<file path="config.mk">
export PLATFORM = sky130hd
export DESIGN_NAME = lpm_ctrl
export DESIGN_NICKNAME = d
export VERILOG_FILES = /design/src/rtl/lpm_pkg.sv /design/src/rtl/lpm_next.sv /design/src/rtl/lpm_gate.sv /design/src/rtl/lpm_ctrl.sv
export SDC_FILE = /design/constraint.sdc
export NUM_CORES = 1
export LEC_CHECK = 0
export ABC_AREA = 1
export BUFFER_PORTS_ARGS = -buffer_cell sky130_fd_sc_hd__buf_2
export CORE_AREA = 4 4 41 43
export DETAILED_ROUTE_END_ITERATION = 10
export DIE_AREA = 0 0 45 47
export GPL_TIMING_DRIVEN = 0
export PLACE_DENSITY = 0.71
export RECOVER_POWER = 100
export SLEW_MARGIN = 25
export SYNTH_ARGS = -nofsm -noshare
export SYNTH_HDL_FRONTEND = slang
export SYNTH_SLANG_ARGS = --single-unit
</file>
<file path="constraint.sdc">
create_clock -name clk -period 1.4 [get_ports clk]
set_clock_uncertainty 0.15 [all_clocks]
set_input_delay 0.21 -clock clk [delete_from_list [all_inputs] [get_ports clk]]
set_output_delay 0.21 -clock clk [all_outputs]
set_load 0.1 [all_outputs]
</file>
<file path="src/rtl/lpm_pkg.sv">
package lpm_pkg;
    localparam int MODE_W = 3;

    typedef enum logic [MODE_W-1:0] {
        M_HIGH    = 3'd0,
        M_SUBACT  = 3'd1,
        M_SUBSLP  = 3'd2,
        M_WATCH   = 3'd3,
        M_HWSTBY  = 3'd4,
        M_RSTWAIT = 3'd5
    } mode_e;

    typedef struct packed {
        logic stby_sel;
        logic direct;
        logic lowspd;
        logic wd_sub;
    } ctl_t;
endpackage

</file>
<file path="src/rtl/lpm_next.sv">
module lpm_next
    import lpm_pkg::*;
(
    input  mode_e cur,
    input  logic  sleep,
    input  logic  irq,
    input  ctl_t  ctl,
    input  logic  rst_pin_n,
    input  logic  stby_pin_n,
    output mode_e nxt,
    output logic  illegal
);
    logic go_watch, go_subslp, go_high, go_sub;

    always_comb begin
        go_sub    = ctl.stby_sel && ctl.direct && ctl.wd_sub;
        go_watch  = ctl.wd_sub && ctl.stby_sel && !ctl.direct;
        go_subslp = ctl.wd_sub && !ctl.stby_sel && ctl.lowspd;
        go_high   = ctl.wd_sub && ctl.stby_sel && ctl.direct && !ctl.lowspd;
    end

    always_comb begin
        nxt     = cur;
        illegal = 1'b0;
        if (!stby_pin_n) begin
            nxt = M_HWSTBY;
        end else if (cur == M_HWSTBY || cur == M_RSTWAIT) begin
            if (!rst_pin_n)              nxt = M_RSTWAIT;
            else if (cur == M_RSTWAIT)   nxt = M_HIGH;
        end else if (!rst_pin_n) begin
            nxt = M_HIGH;
        end else begin
            case (cur)
                M_HIGH: begin
                    if (sleep) begin
                        if (go_sub) nxt = M_SUBACT;
                        else        illegal = 1'b1;
                    end
                end
                M_SUBACT: begin
                    if (sleep) begin
                        if (go_watch)       nxt = M_WATCH;
                        else if (go_subslp) nxt = M_SUBSLP;
                        else if (go_high)   nxt = M_HIGH;
                        else                illegal = 1'b1;
                    end
                end
                M_WATCH: begin
                    if (irq && ctl.lowspd) nxt = M_SUBACT;
                end
                M_SUBSLP: begin
                    if (irq) nxt = M_SUBACT;
                end
                default: nxt = cur;
            endcase
        end
    end
endmodule

</file>
<file path="src/rtl/lpm_gate.sv">
module lpm_gate
    import lpm_pkg::*;
#(
    parameter int               N_MOD      = 8,
    parameter logic [N_MOD-1:0] KEEP_MASK  = 8'h0F,
    parameter logic [N_MOD-1:0] WATCH_MASK = 8'h08
) (
    input  mode_e             m,
    output logic              clk_sub,
    output logic              cpu_run,
    output logic [N_MOD-1:0]  en
);
    logic on_sub;

    always_comb begin
        on_sub  = (m == M_SUBACT) || (m == M_SUBSLP) || (m == M_WATCH);
        clk_sub = on_sub;
        cpu_run = (m == M_HIGH) || (m == M_SUBACT);
    end

    for (genvar i = 0; i < N_MOD; i++) begin : g_en
        always_comb begin
            case (m)
                M_HIGH:            en[i] = 1'b1;
                M_SUBACT, M_SUBSLP: en[i] = KEEP_MASK[i];
                M_WATCH:           en[i] = WATCH_MASK[i];
                default:           en[i] = 1'b0;
            endcase
        end
    end
endmodule

</file>
<file path="src/rtl/lpm_ctrl.sv">
module lpm_ctrl
    import lpm_pkg::*;
#(
    parameter int               N_MOD      = 8,
    parameter int               DIV_W      = 3,
    parameter logic [N_MOD-1:0] KEEP_MASK  = 8'h0F,
    parameter logic [N_MOD-1:0] WATCH_MASK = 8'h08
) (
    input  logic              clk,
    input  logic              rst_pin_n,
    input  logic              stby_pin_n,
    input  logic              sleep_req,
    input  logic              irq,
    input  logic              stby_sel,
    input  logic              direct_en,
    input  logic              lowspd_on,
    input  logic              wd_subclk,
    input  logic [DIV_W-1:0]  ckdiv_sel,
    output logic [MODE_W-1:0] mode,
    output logic              clk_sub,
    output logic              cpu_run,
    output logic [N_MOD-1:0]  mod_en,
    output logic              illegal,
    output logic              div_err
);
    typedef struct packed {
        mode_e             mode;
        logic              ill;
        logic              clk_sub;
        logic              cpu_run;
        logic [N_MOD-1:0]  en;
    } regs_t;

    regs_t r_d, r_q;
    ctl_t  ctl;
    mode_e nxt_mode;
    logic  nxt_ill;
    logic  g_sub, g_run;
    logic [N_MOD-1:0] g_en;

    assign ctl = '{stby_sel: stby_sel, direct: direct_en,
                   lowspd: lowspd_on, wd_sub: wd_subclk};

    lpm_next u_next (
        .cur        (r_q.mode),
        .sleep      (sleep_req),
        .irq        (irq),
        .ctl        (ctl),
        .rst_pin_n  (rst_pin_n),
        .stby_pin_n (stby_pin_n),
        .nxt        (nxt_mode),
        .illegal    (nxt_ill)
    );

    lpm_gate #(
        .N_MOD      (N_MOD),
        .KEEP_MASK  (KEEP_MASK),
        .WATCH_MASK (WATCH_MASK)
    ) u_gate (
        .m       (nxt_mode),
        .clk_sub (g_sub),
        .cpu_run (g_run),
        .en      (g_en)
    );

    always_comb begin
        r_d         = r_q;
        r_d.mode    = nxt_mode;
        r_d.ill     = nxt_ill;
        r_d.clk_sub = g_sub;
        r_d.cpu_run = g_run;
        r_d.en      = g_en;
    end

    always_ff @(posedge clk) begin
        r_q <= r_d;
    end

    assign mode    = r_q.mode;
    assign clk_sub = r_q.clk_sub;
    assign cpu_run = r_q.cpu_run;
    assign mod_en  = r_q.en;
    assign illegal = r_q.ill;
    assign div_err = (r_q.mode == M_SUBACT) && (ckdiv_sel != '0);

    AST_STBY_WINS: assert property (@(posedge clk)
        disable iff (!rst_pin_n && stby_pin_n)
        !stby_pin_n |=> (mode == M_HWSTBY)) else $error("standby");

    AST_SUBSLP_WAKE: assert property (@(posedge clk) disable iff (!rst_pin_n)
        (mode == M_SUBSLP && irq && stby_pin_n) |=> (mode == M_SUBACT)) else $error("wake");

    AST_SUB_GATING: assert property (@(posedge clk) disable iff (!rst_pin_n)
        (mode == M_SUBACT) |-> (clk_sub && ((mod_en & ~KEEP_MASK) == '0))) else $error("gate");

    AST_ILL_HOLDS_MODE: assert property (@(posedge clk) disable iff (!rst_pin_n)
        illegal |-> ($past(sleep_req) && mode == $past(mode))) else $error("ill");

    AST_DIVERR_ONLY_SUB: assert property (@(posedge clk) disable iff (!rst_pin_n)
        div_err |-> (mode == M_SUBACT)) else $error("div");
endmodule

</file>
==> flow_metrics.py <==
metrics = {
    "power": {
        "p_per_area_nw_per_um2": 1090,
        "leakage_nw": 0.390,
        "ir_drop_mv": 0.581,
        "p_total_mw": 0.844,
    },
    "timing": {
        "rsz0062_at_grt": "yes",
        "fin_crit_sh_pct": 109,
        "fmax_mhz": 655,
        "relSlewSlack_pct": 67.5,
        "worst_pin_slew_ns": 0.491,
        "setup_viol": 5,
        "final.min_clock_period_ns": 1.53,
        "layout_setup_ws_ns": -0.128,
        "final_max_slew_viol_count": 0,
        "finalHoldViolCount": 0,
    },
    "routing": {
        "routedLengthMet1_um": 444,
        "top_layer": "met4",
        "ant_nets": 0,
        "wl_met2_um": 652,
        "vias": 531,
        "drtIter0Drc": 2,
        "routed_wl_um": 1210,
        "routed_via_density": 4.54,
        "drc": 0,
        "wl_per_cell_um": 10.3,
        "first_pass_iters": 4,
        "met3_length_um": 86,
    },
    "yosys": {
        "yosysSeqAreaShare_pct": 37.8,
        "netlist_area_sq_um": 477,
        "ys_ff_latch": 9,
        "avgSynthCellArea_sq_um": 6.91,
        "yosys_warnings": 0,
        "syn_nets": 81,
        "synth.distinct_cells": 18,
        "synthCells": 69,
    },
    "die": {
        "ios": 27,
        "die_w_um": 45,
        "core_area_sq_um": 1300,
        "fp-row-count": 13,
        "die_area_sq_um": 2120,
        "die_y_um": 47,
        "start_util_pct": 36.6,
    },
    "global_route": {
        "grt_overflow_total": 0,
        "grt_pass1_wl_um": 1950,
        "track_usage_pct": 13.7,
        "grt_antenna_before_repair": 0,
        "grt_max_degree": 7,
        "grt_pass1_vias": 497,
    },
    "clock_network": {
        "clockRootBuffer": "clkbuf_4",
        "htree_levels": 1,
        "hold_buffers": 0,
        "cts_made_buffers": 3,
        "clk-insertion-delay-late_ns": 0.26,
        "cts_tree": "done",
        "cts.clk_slew.worst_paths_ns": 0.06,
        "cts_buffer_depth": 2,
        "cts.sinks": 9,
    },
    "job": {
        "maxCapViolations": 0,
    },
    "placed_design": {
        "placed_area_sq_um": 661,
        "dp.cells": 110,
        "dp_slack_ns": -0.0942,
        "gp_congestion": 0.795,
        "hpwlAfterDp_um": 960,
        "port_buffers": 26,
    },
    "critical_path": {
        "path_max_fanout": 4,
        "end_kind": "primary output",
        "worstPathArrival_ns": 1.17,
        "cp.required_ns": 1.04,
        "critPathKind": "reg -> out",
        "start_kind": "flip-flop",
    },
    "outcome": {
        "status": "complete, but fails checks",
        "violations": "negative setup slack",
    },
    "worst_hold_path": {
        "hold_class": "in -> reg",
    },
    "final_layout": {
        "fin_cells": 117,
        "areaGrowthSynthToFinish_pct": 62.5,
        "nNetsFinal": 115,
        "final_area_sq_um": 774,
        "layout-drive-gt1-share_pct": 57.8,
        "antenna_cells": 0,
    },
}
-- power by group --
group / switching, mW / total, mW / leakage (nW) / internal, mW
clock: 0.0891 / 0.199 / 0.0150 / 0.110
combinational: 0.269 / 0.357 / 0.299 / 0.0885
sequential: 0.0172 / 0.288 / 0.0760 / 0.271
-- synthesized netlist by cell type --
library cell	n	area, sq um
buf_4	5	37.5
nand2_2	3	18.8
o21ai_1	2	10.0
inv_1	6	22.5
o21ai_0	3	15.0
nand3b_1	1	7.51
nor3_1	3	15.0
or2_2	1	6.26
and2_1	1	6.26
o21a_1	1	7.51
inv_2	3	11.3
nor2_2	3	18.8
nand3_1	6	30.0
a21oi_1	2	10.0
dfxtp_1	9	180
nand2_1	16	60.1
nor2_1	3	11.3
a21oi_2	1	8.76
-- stage by stage --
stage / hold slack (ns) / setup TNS (ns) / utilization, %
3_5_place_dp: 0.329 / -0.240 / 50.8
6_report: 0.0697 / -0.339 / 59.5
2_1_floorplan: 0.170 / -0.859 / -
4_1_cts: 0.0679 / -0.319 / 56.6
3_3_place_gp: 0.322 / -0.141 / 50.8
5_1_grt: 0.0731 / -0.926 / 59.5
-- state kept, by name, indices dropped and copies added (netlist names) --
signal,flops
mod_en,3
illegal,1
clk_sub,1
mode,3
cpu_run,1
-- worst paths after layout --
| path | depth (start not counted) | start | slack, ns | to |
|---|---|---|---|---|
| min | 3 | stby_pin_n | 0.07 | mode[0] |
| max | 4 | mode[1] | -0.13 | div_err |
| max reg2reg | 13 | mode[1] | -0.07 | mod_en[4] |
| min reg2reg | 3 | mode[0] | 0.42 | illegal |
-- critical path, stage by stage (launching register included) --
cell,delay (ns)
dfxtp_4,0.35
inv_4,0.07
nand2_4,0.07
nor3_4,0.21
buf_12,0.20
-- layout make-up --
class / instances / area [sq um]
clock buffers: 4 / 26.3
flip-flops and latches: 9 / 196
well taps: 15 / 18.8
repair buffers: 29 / 194
inverters: 9 / 38.8
fillers: 132 / 527
plain buffers: 5 / 37.5
multi-input cells: 46 / 263
-- metal layers --
layer	up-vias	global-route usage, %
met1	230	13.4
met3	4	7.28
met5	-	0
met4	0	8.77
met2	14	22.6
li1	283	-
-- placed cells by master, fill, tap and decap left out, types with 3 or more instances in the layout --
master	count
buf_2	16
nand2_1	15
buf_4	15
inv_1	6
nand3_1	5
dfxtp_1	4
clkbuf_4	4
dfxtp_4	4
nor2_2	3
nand2_2	3
o21ai_0	3
-- kinds of logic (layout without fill, tap and decap cells) --
| group | after synthesis | count (layout) | synth area share, % |
|---|---|---|---|
| compound gates | 9 | 9 | 10.8 |
| flops | 9 | 9 | 37.8 |
| buf+inv | 14 | 47 | 15.0 |
| simple gates | 37 | 37 | 36.5 |
-- repair_timing --
action,in CTS,in global routing
gates resized for setup,14,8
setup buffers,1,2
pin swaps,2,2
hold endpoints to repair,0,0
setup endpoints to repair,14,9
Note: power is estimated with default switching activity, not from simulation.
